--- src/rtl/hblank_gen.sv ---
module hblank_gen #(
  parameter int PW    = 11,
  parameter int CW    = 4,
  parameter int LEAD0 = 40,
  parameter int LSTEP = 2,
  parameter int WSTEP = 2,
  parameter int MAR1  = 7,
  parameter int MAR2  = 4
) (
  input  logic          clk,
  input  logic          rst,
  input  logic          flyback,
  input  logic          hdrive_ref,
  input  logic          mode_2fh,
  input  logic [CW-1:0] cb_shift,
  input  logic          wide_en,
  input  logic [CW-1:0] wide_phase,
  output logic          hblank
);
  localparam int SW = PW + 2;

  logic          fly_d, ref_d;
  logic          seen_f, has_r, lk, cb;
  logic          armed, wen_r;
  logic [PW-1:0] pos, rpos, cen_r, lead_r, tgt;
  logic [PW-1:0] nbcnt, nb_len, wk, ws_r, mar_r;
  logic [PW:0]   csum;
  logic [SW-1:0] wend;
  logic          wide_on, nb_now;

  wire fall  = fly_d & ~flyback;
  wire rise  = flyback & ~fly_d;
  wire rrise = hdrive_ref & ~ref_d;

  assign csum    = {1'b0, rpos} + {1'b0, pos};
  assign tgt     = (cen_r > lead_r) ? cen_r - lead_r : '0;
  assign nb_now  = cb | fly_d;
  assign wend    = SW'(ws_r) + SW'(nb_len) + (SW'(mar_r) << 1);
  assign wide_on = armed & wen_r & (wk >= ws_r) & (SW'(wk) < wend);
  assign hblank  = ~lk | nb_now | wide_on;

  always_ff @(posedge clk) begin
    if (rst) begin
      fly_d  <= 1'b0;
      pos    <= '0;
      rpos   <= '0;
      seen_f <= 1'b0;
      has_r  <= 1'b0;
      lk     <= 1'b0;
      cen_r  <= '0;
      lead_r <= PW'(LEAD0);
      cb     <= 1'b0;
      nbcnt  <= '0;
      nb_len <= '0;
      wen_r  <= 1'b0;
      ws_r   <= '0;
      mar_r  <= PW'(MAR1);
    end else begin
      fly_d <= flyback;
      if (fall) begin
        pos    <= '0;
        seen_f <= 1'b1;
        if (has_r) lk <= 1'b1;
        cen_r  <= csum[PW:1];
        lead_r <= PW'(LEAD0) + PW'(LSTEP) * PW'(cb_shift);
        cb     <= 1'b0;
        nb_len <= nbcnt + PW'(nb_now);
        nbcnt  <= '0;
        wen_r  <= wide_en;
        ws_r   <= PW'(WSTEP) * PW'(wide_phase);
        mar_r  <= mode_2fh ? PW'(MAR2) : PW'(MAR1);
      end else begin
        if (!(&pos)) pos <= pos + 1'b1;
        if (lk && pos == tgt) cb <= 1'b1;
        if (!(&nbcnt)) nbcnt <= nbcnt + PW'(nb_now);
      end
      if (rise) begin
        rpos <= pos;
        if (seen_f) has_r <= 1'b1;
      end
    end
  end

  always_ff @(posedge clk) begin
    if (rst) begin
      ref_d <= 1'b0;
      wk    <= '0;
      armed <= 1'b0;
    end else begin
      ref_d <= hdrive_ref;
      if (rrise) begin
        wk    <= '0;
        armed <= 1'b1;
      end else if (!(&wk)) begin
        wk <= wk + 1'b1;
      end
    end
  end
endmodule

--- config.mk ---
export PLATFORM = sky130hd
export DESIGN_NAME = hblank_gen
export DESIGN_NICKNAME = d
export VERILOG_FILES = /design/src/rtl/hblank_gen.sv
export SDC_FILE = /design/constraint.sdc
export NUM_CORES = 1
export LEC_CHECK = 0
export ABC_CLOCK_PERIOD_IN_PS = 3780
export BUFFER_PORTS_ARGS = -buffer_cell sky130_fd_sc_hd__clkbuf_2
export CORE_MARGIN = 2
export CORE_UTILIZATION = 62
export DETAILED_ROUTE_END_ITERATION = 7
export PLACE_DENSITY_LB_ADDON = 0.2
export SLEW_MARGIN = 25
export SYNTH_ARGS = -nofsm -noshare
export SYNTH_HDL_FRONTEND = slang
export SYNTH_SLANG_ARGS = --single-unit
--- constraint.sdc ---
create_clock -name clk -period 3.78 [get_ports clk]
set_input_delay 0.756 -clock clk [delete_from_list [all_inputs] [get_ports clk]]
set_output_delay 0.756 -clock clk [all_outputs]
set_load 0.1 [all_outputs]
-- Word-level counts from Yosys, hierarchy flattened
Cells that the tools add are included.
- memories: 0
- ROM bits: 0
- bits of input ports: 14
- latch bits: 0
- RAM bits: 0
- register bits: 100
- logic and storage cells: 52
- output and inout bits: 1
- $add $sub $neg: 8
- multiplexer cells: 2
- reduce and logical (&&, ||, !) cells: 8
- div/mod/pow operators: 0
- multiply operators: 0
- bitwise logic cells: 13
- shift-type cells: 0
- $lt $le $gt $ge: 3
- equality and inequality tests: 1
- operators with widths (kind ; count):
    $reduce_and A11 Y1 ; 3
    $add A11 B1 Y11 const B ; 2
    $add A12 B12 Y13 ; 1
    $lt A11 B13 Y1 ; 1
    $add A11 B11 Y12 ; 1
    $add A5 B11 Y12 ; 1
    $add A11 B1 Y11 ; 1
    $eq A11 B11 Y1 ; 1
    $ge A11 B5 Y1 ; 1
    $gt A11 B11 Y1 ; 1
    $mux W11 ; 1
    $sub A11 B11 Y11 ; 1
    $add A6 B5 Y7 const A ; 1
    $and A1 B1 Y1 ; 6
    $not A1 Y1 ; 4
    $reduce_and A2 Y1 ; 2
    $reduce_or A2 Y1 ; 2
    $or A1 B1 Y1 ; 3
    $mux W2 ; 1
    $logic_and A1 B1 Y1 ; 1

-- Logic depth before layout (Yosys ltp)
- depth after elaboration: 5
- mapped depth: 16
- mapped depth without buffers: 16

-- Least setup slack after synthesis
No wires, ideal clock.
- kind: register -> output
- start point: register nb_len[2]
- end point: output port hblank
- required time: 3.024 ns
- stages on the path, launching flop included: 15
- setup slack: -1.136 ns
- arrival time: 4.160 ns
- path buffers: 0
- cells stage by stage: dfxtp_1 > fa_1 > ha_1 > a21o_1 > a21oi_1 > nor2b_1 > o21ai_0 > xor2_1 > ha_1 > a21o_1 > a21oi_1 > nor2b_1 > o21ai_0 > a31oi_1 > o211ai_1
- longest elaborated chain between the ends: 5
- RTL lines (what ; RTL line ; RTL):
    start: declaration ; 26 ; logic [PW-1:0] nbcnt, nb_len, wk, ws_r, mar_r;
    start signal: assignment ; 67 ; nb_len <= nbcnt + PW'(nb_now);
    $add A5 B11 Y12 ; 38 ; assign wend = SW'(ws_r) + SW'(nb_len) + (SW'(mar_r) << 1);
    $add A12 B12 Y13 ; 38 ;
    $lt A11 B13 Y1 ; 39 ; assign wide_on = armed & wen_r & (wk >= ws_r) & (SW'(wk) < wend);
    $and A1 B1 Y1 ; 39 ;
    $or A1 B1 Y1 ; 40 ; assign hblank = ~lk | nb_now | wide_on;
    end: declaration ; 18 ; output logic hblank
Every way passes these cells.

-- Worst setup path after layout
Ends and elaborated chain as after synthesis.

==> results.yml <==
outcome:
  status: "complete, but fails checks"
  violations: "negative setup slack"
die:
  die-area_um2: 8470
  core_area_um2: 7610
  die_h_um: 92.0
  start_util: 0.631
  dieWidth_um: 92.0
  fp-row-count: 32
  num_io_pins: 15
timing:
  hold_viol: 0
  fmax_ghz: 0.232
  finalSetupTns_ps: -538
  fin_ws_ps: -538
  finClkSkew_ps: 8.14
  rsz0062_at_grt: "true"
  maxSlewHeadroom: 0.445
  worst_pin_slew_ps: 830
  drv_slew: 0
  min_period_ps: 4320
  hold_slack_ps: 464
  finalCritPeriodShare: 1.14
  setup_viol: 1
power_and_ir_drop:
  vdd_drop_max_uv: 172
  p_leak_nw: 2.11
  powerDensity_nw_per_um2: 323
detailed_routing:
  drtPass1Iterations: 5
  ant_nets: 0
  drt-initial-drc-count: 283
  post_drt_wl_per_cell_um: 15.8
  viasPerCell: 5.78
  vias: 3985
  drc: 0
  routed_wl_um: 10900
final_layout:
  final_nets: 642
  design_area_um2: 5200
  area_growth_pct: 8.31
  drive_gt1_frac: 0.112
  fin_cells: 689
  diodes: 0
placement:
  hpwl_um: 7920
  dp_slack_ps: -138
  gp_congestion: 0.890
  dp_cells: 673
  postPlaceCellArea_um2: 4970
  port_buffers: 14
critical_path:
  worst-setup-path-type: "reg2out"
  end_kind: "primary output"
  required_ps: 3020
  crit_fanout: 3
  critPathLaunchType: "register"
  cp.arrival_ps: 3560
clock_network:
  cts_buffers: 9
  postCtsSetupBuffers: 0
  root_buffer: "clkbuf_8"
  cts_buffer_depth: 2
  cts.reportedPaths.clkPinSlew_ps: 100
  htree_levels: 3
  numClockSinks: 85
  cts_tree: "done"
  clock_latency_ps: 360
synth:
  yosysUniqueCellTypes: 56
  synth_nets: 633
  ys_seq_elements: 85
  synthArstFlopShare: 0
  synth_flop_cell: "dfxtp_1"
  netlist_instances: 573
  synth_area_um2: 4800
  synth.yosys.seq_area_share: 0.354
  synth_warnings: 0
  synth-edff-count: 0
  syn_area_per_cell_um2: 8.38
worst_hold_path:
  hp-class: "reg2reg"
grt:
  top_usage_layer: "met2"
  grt_overflow: 0
  antenna_found_initial: 0
  grt_pass1_vias: 3587
  grt_util_met1: 0.360
  use_met2: 0.400
  grt_usage: 0.255
  grt_max_degree: 31
  met3_usage: 0.0526
  grt_pass1_wl_um: 17100
run:
  maxCapViolCount: 0
==> worst max-delay path, cell delays in order, from the launching register on <==
cell	delay [ps]
dfxtp_2	340
fa_2	580
ha_4	140
inv_2	30
fa_2	340
nor2b_1	140
o21ai_1	70
nand2b_1	110
nand3_1	100
xor2_1	170
ha_1	300
a21oi_1	130
nor2b_1	60
o21ai_1	110
a31oi_1	80
o211ai_1	250
clkbuf_16	250
==> kinds of logic (layout without fill, tap and decap cells) <==
| logic type | count (synthesis) | count (layout) | synth area share |
|---|---|---|---|
| adder cells (fa/ha/maj) | 46 | 46 | 0.128 |
| flip-flops | 85 | 85 | 0.354 |
| multiplexers | 1 | 1 | 0.00208 |
| AND/OR/NAND/NOR | 194 | 194 | 0.198 |
| AO/OA/AOI/OAI | 151 | 151 | 0.190 |
| buffers and inverters | 51 | 65 | 0.0453 |
| XOR/XNOR | 45 | 45 | 0.0821 |
==> cells in the final DEF (no fill, tap or decap), types with 7 or more instances in the layout <==
cell,n
dfxtp_1,84
nand2_1,64
clkbuf_2,13
nor2_1,41
nor3_1,8
a21oi_1,53
nor2b_1,13
o21a_1,7
nand3_1,19
inv_1,25
o31ai_1,7
o21ai_0,39
and3_1,8
buf_4,9
nand4_1,7
xnor2_1,17
ha_1,39
xor2_1,28
clkbuf_8,9
==> path summary, 6_finish.rpt <==
path                            slack (ps)  cells past startpoint      end  startpoint
worst max-delay path                  -540                     16   hblank   nb_len[2]
worst min-delay path                   460                      2  rpos[7]     rpos[7]
worst max register to register         910                     12       cb    cen_r[1]
worst min register to register         460                      2  rpos[7]     rpos[7]
==> cell usage after synthesis, types with 3 or more instances <==
| cell | count | area (um^2) |
|---|---|---|
| a22o_1 | 4 | 35.0 |
| xor2_1 | 28 | 245 |
| a31oi_1 | 3 | 18.8 |
| inv_1 | 26 | 97.6 |
| o211ai_1 | 3 | 22.5 |
| a21oi_1 | 54 | 270 |
| ha_1 | 41 | 513 |
| o31ai_1 | 7 | 52.6 |
| fa_1 | 5 | 100 |
| clkbuf_1 | 20 | 75.1 |
| a22oi_1 | 3 | 22.5 |
| a211o_1 | 3 | 26.3 |
| a211oi_1 | 3 | 22.5 |
| nor3_1 | 8 | 40.0 |
| o22ai_1 | 3 | 18.8 |
| dfxtp_1 | 85 | 1700 |
| nand2b_1 | 6 | 37.5 |
| buf_6 | 3 | 33.8 |
| and2_1 | 6 | 37.5 |
| nor2_1 | 42 | 158 |
| nand2_1 | 64 | 240 |
| nand3_1 | 19 | 95.1 |
| o21ai_0 | 42 | 210 |
| nand4_1 | 7 | 43.8 |
| and3_1 | 8 | 50.1 |
| o21a_1 | 7 | 52.6 |
| or2_2 | 5 | 31.3 |
| xnor2_1 | 17 | 149 |
| a21o_1 | 6 | 45.0 |
| nor2b_1 | 13 | 81.3 |
==> registers in the layout, summed over array words and instances, names as in the netlist <==
name / cells
pos: 11
ref_d: 1
seen_f: 1
cen_r: 11
fly_d: 1
lk: 1
mar_r: 1
ws_r: 4
cb: 1
nbcnt: 11
rpos: 11
nb_len: 11
lead_r: 6
wk: 11
armed: 1
has_r: 1
wen_r: 1
==> power by group <==
part | internal (mW) | switching, mW | leakage, nW | total (mW)
clock network | 0.257 | 0.373 | 0.0922 | 0.630
logic | 0.0481 | 0.0741 | 1.33 | 0.122
registers | 0.910 | 0.0167 | 0.688 | 0.926
==> routing by layer <==
metal  vias up  share of wire
met2        92           0.45
met1      1859           0.48
li1       2016              -
met3        18          0.050
met4         0          0.014
met5         -              0
==> cell type report <==
cell class,instances,area [um^2]
Clock inverter,7,66.3
Sequential cell,85,1700
Fill cell,642,2400
Clock buffer,9,124
Timing Repair Buffer,23,158
Multi-Input combinational cell,437,2930
Tap cell,102,128
Inverter,26,97.6
==> through the flow <==
step                      power, mW  utilization
after floorplan                1.02            -
after global placement         1.06        0.654
after detailed placement       1.06        0.654
after CTS                      1.68        0.679
after global routing           1.74        0.684
final                          1.68        0.684
==> what timing repair did <==
action,4_1_cts,5_1_grt
hold buffers,0,0
pin swaps,4,6
endpoints found under the setup margin,1,1
resized for setup,4,6
(Power assumes the default switching activity.)
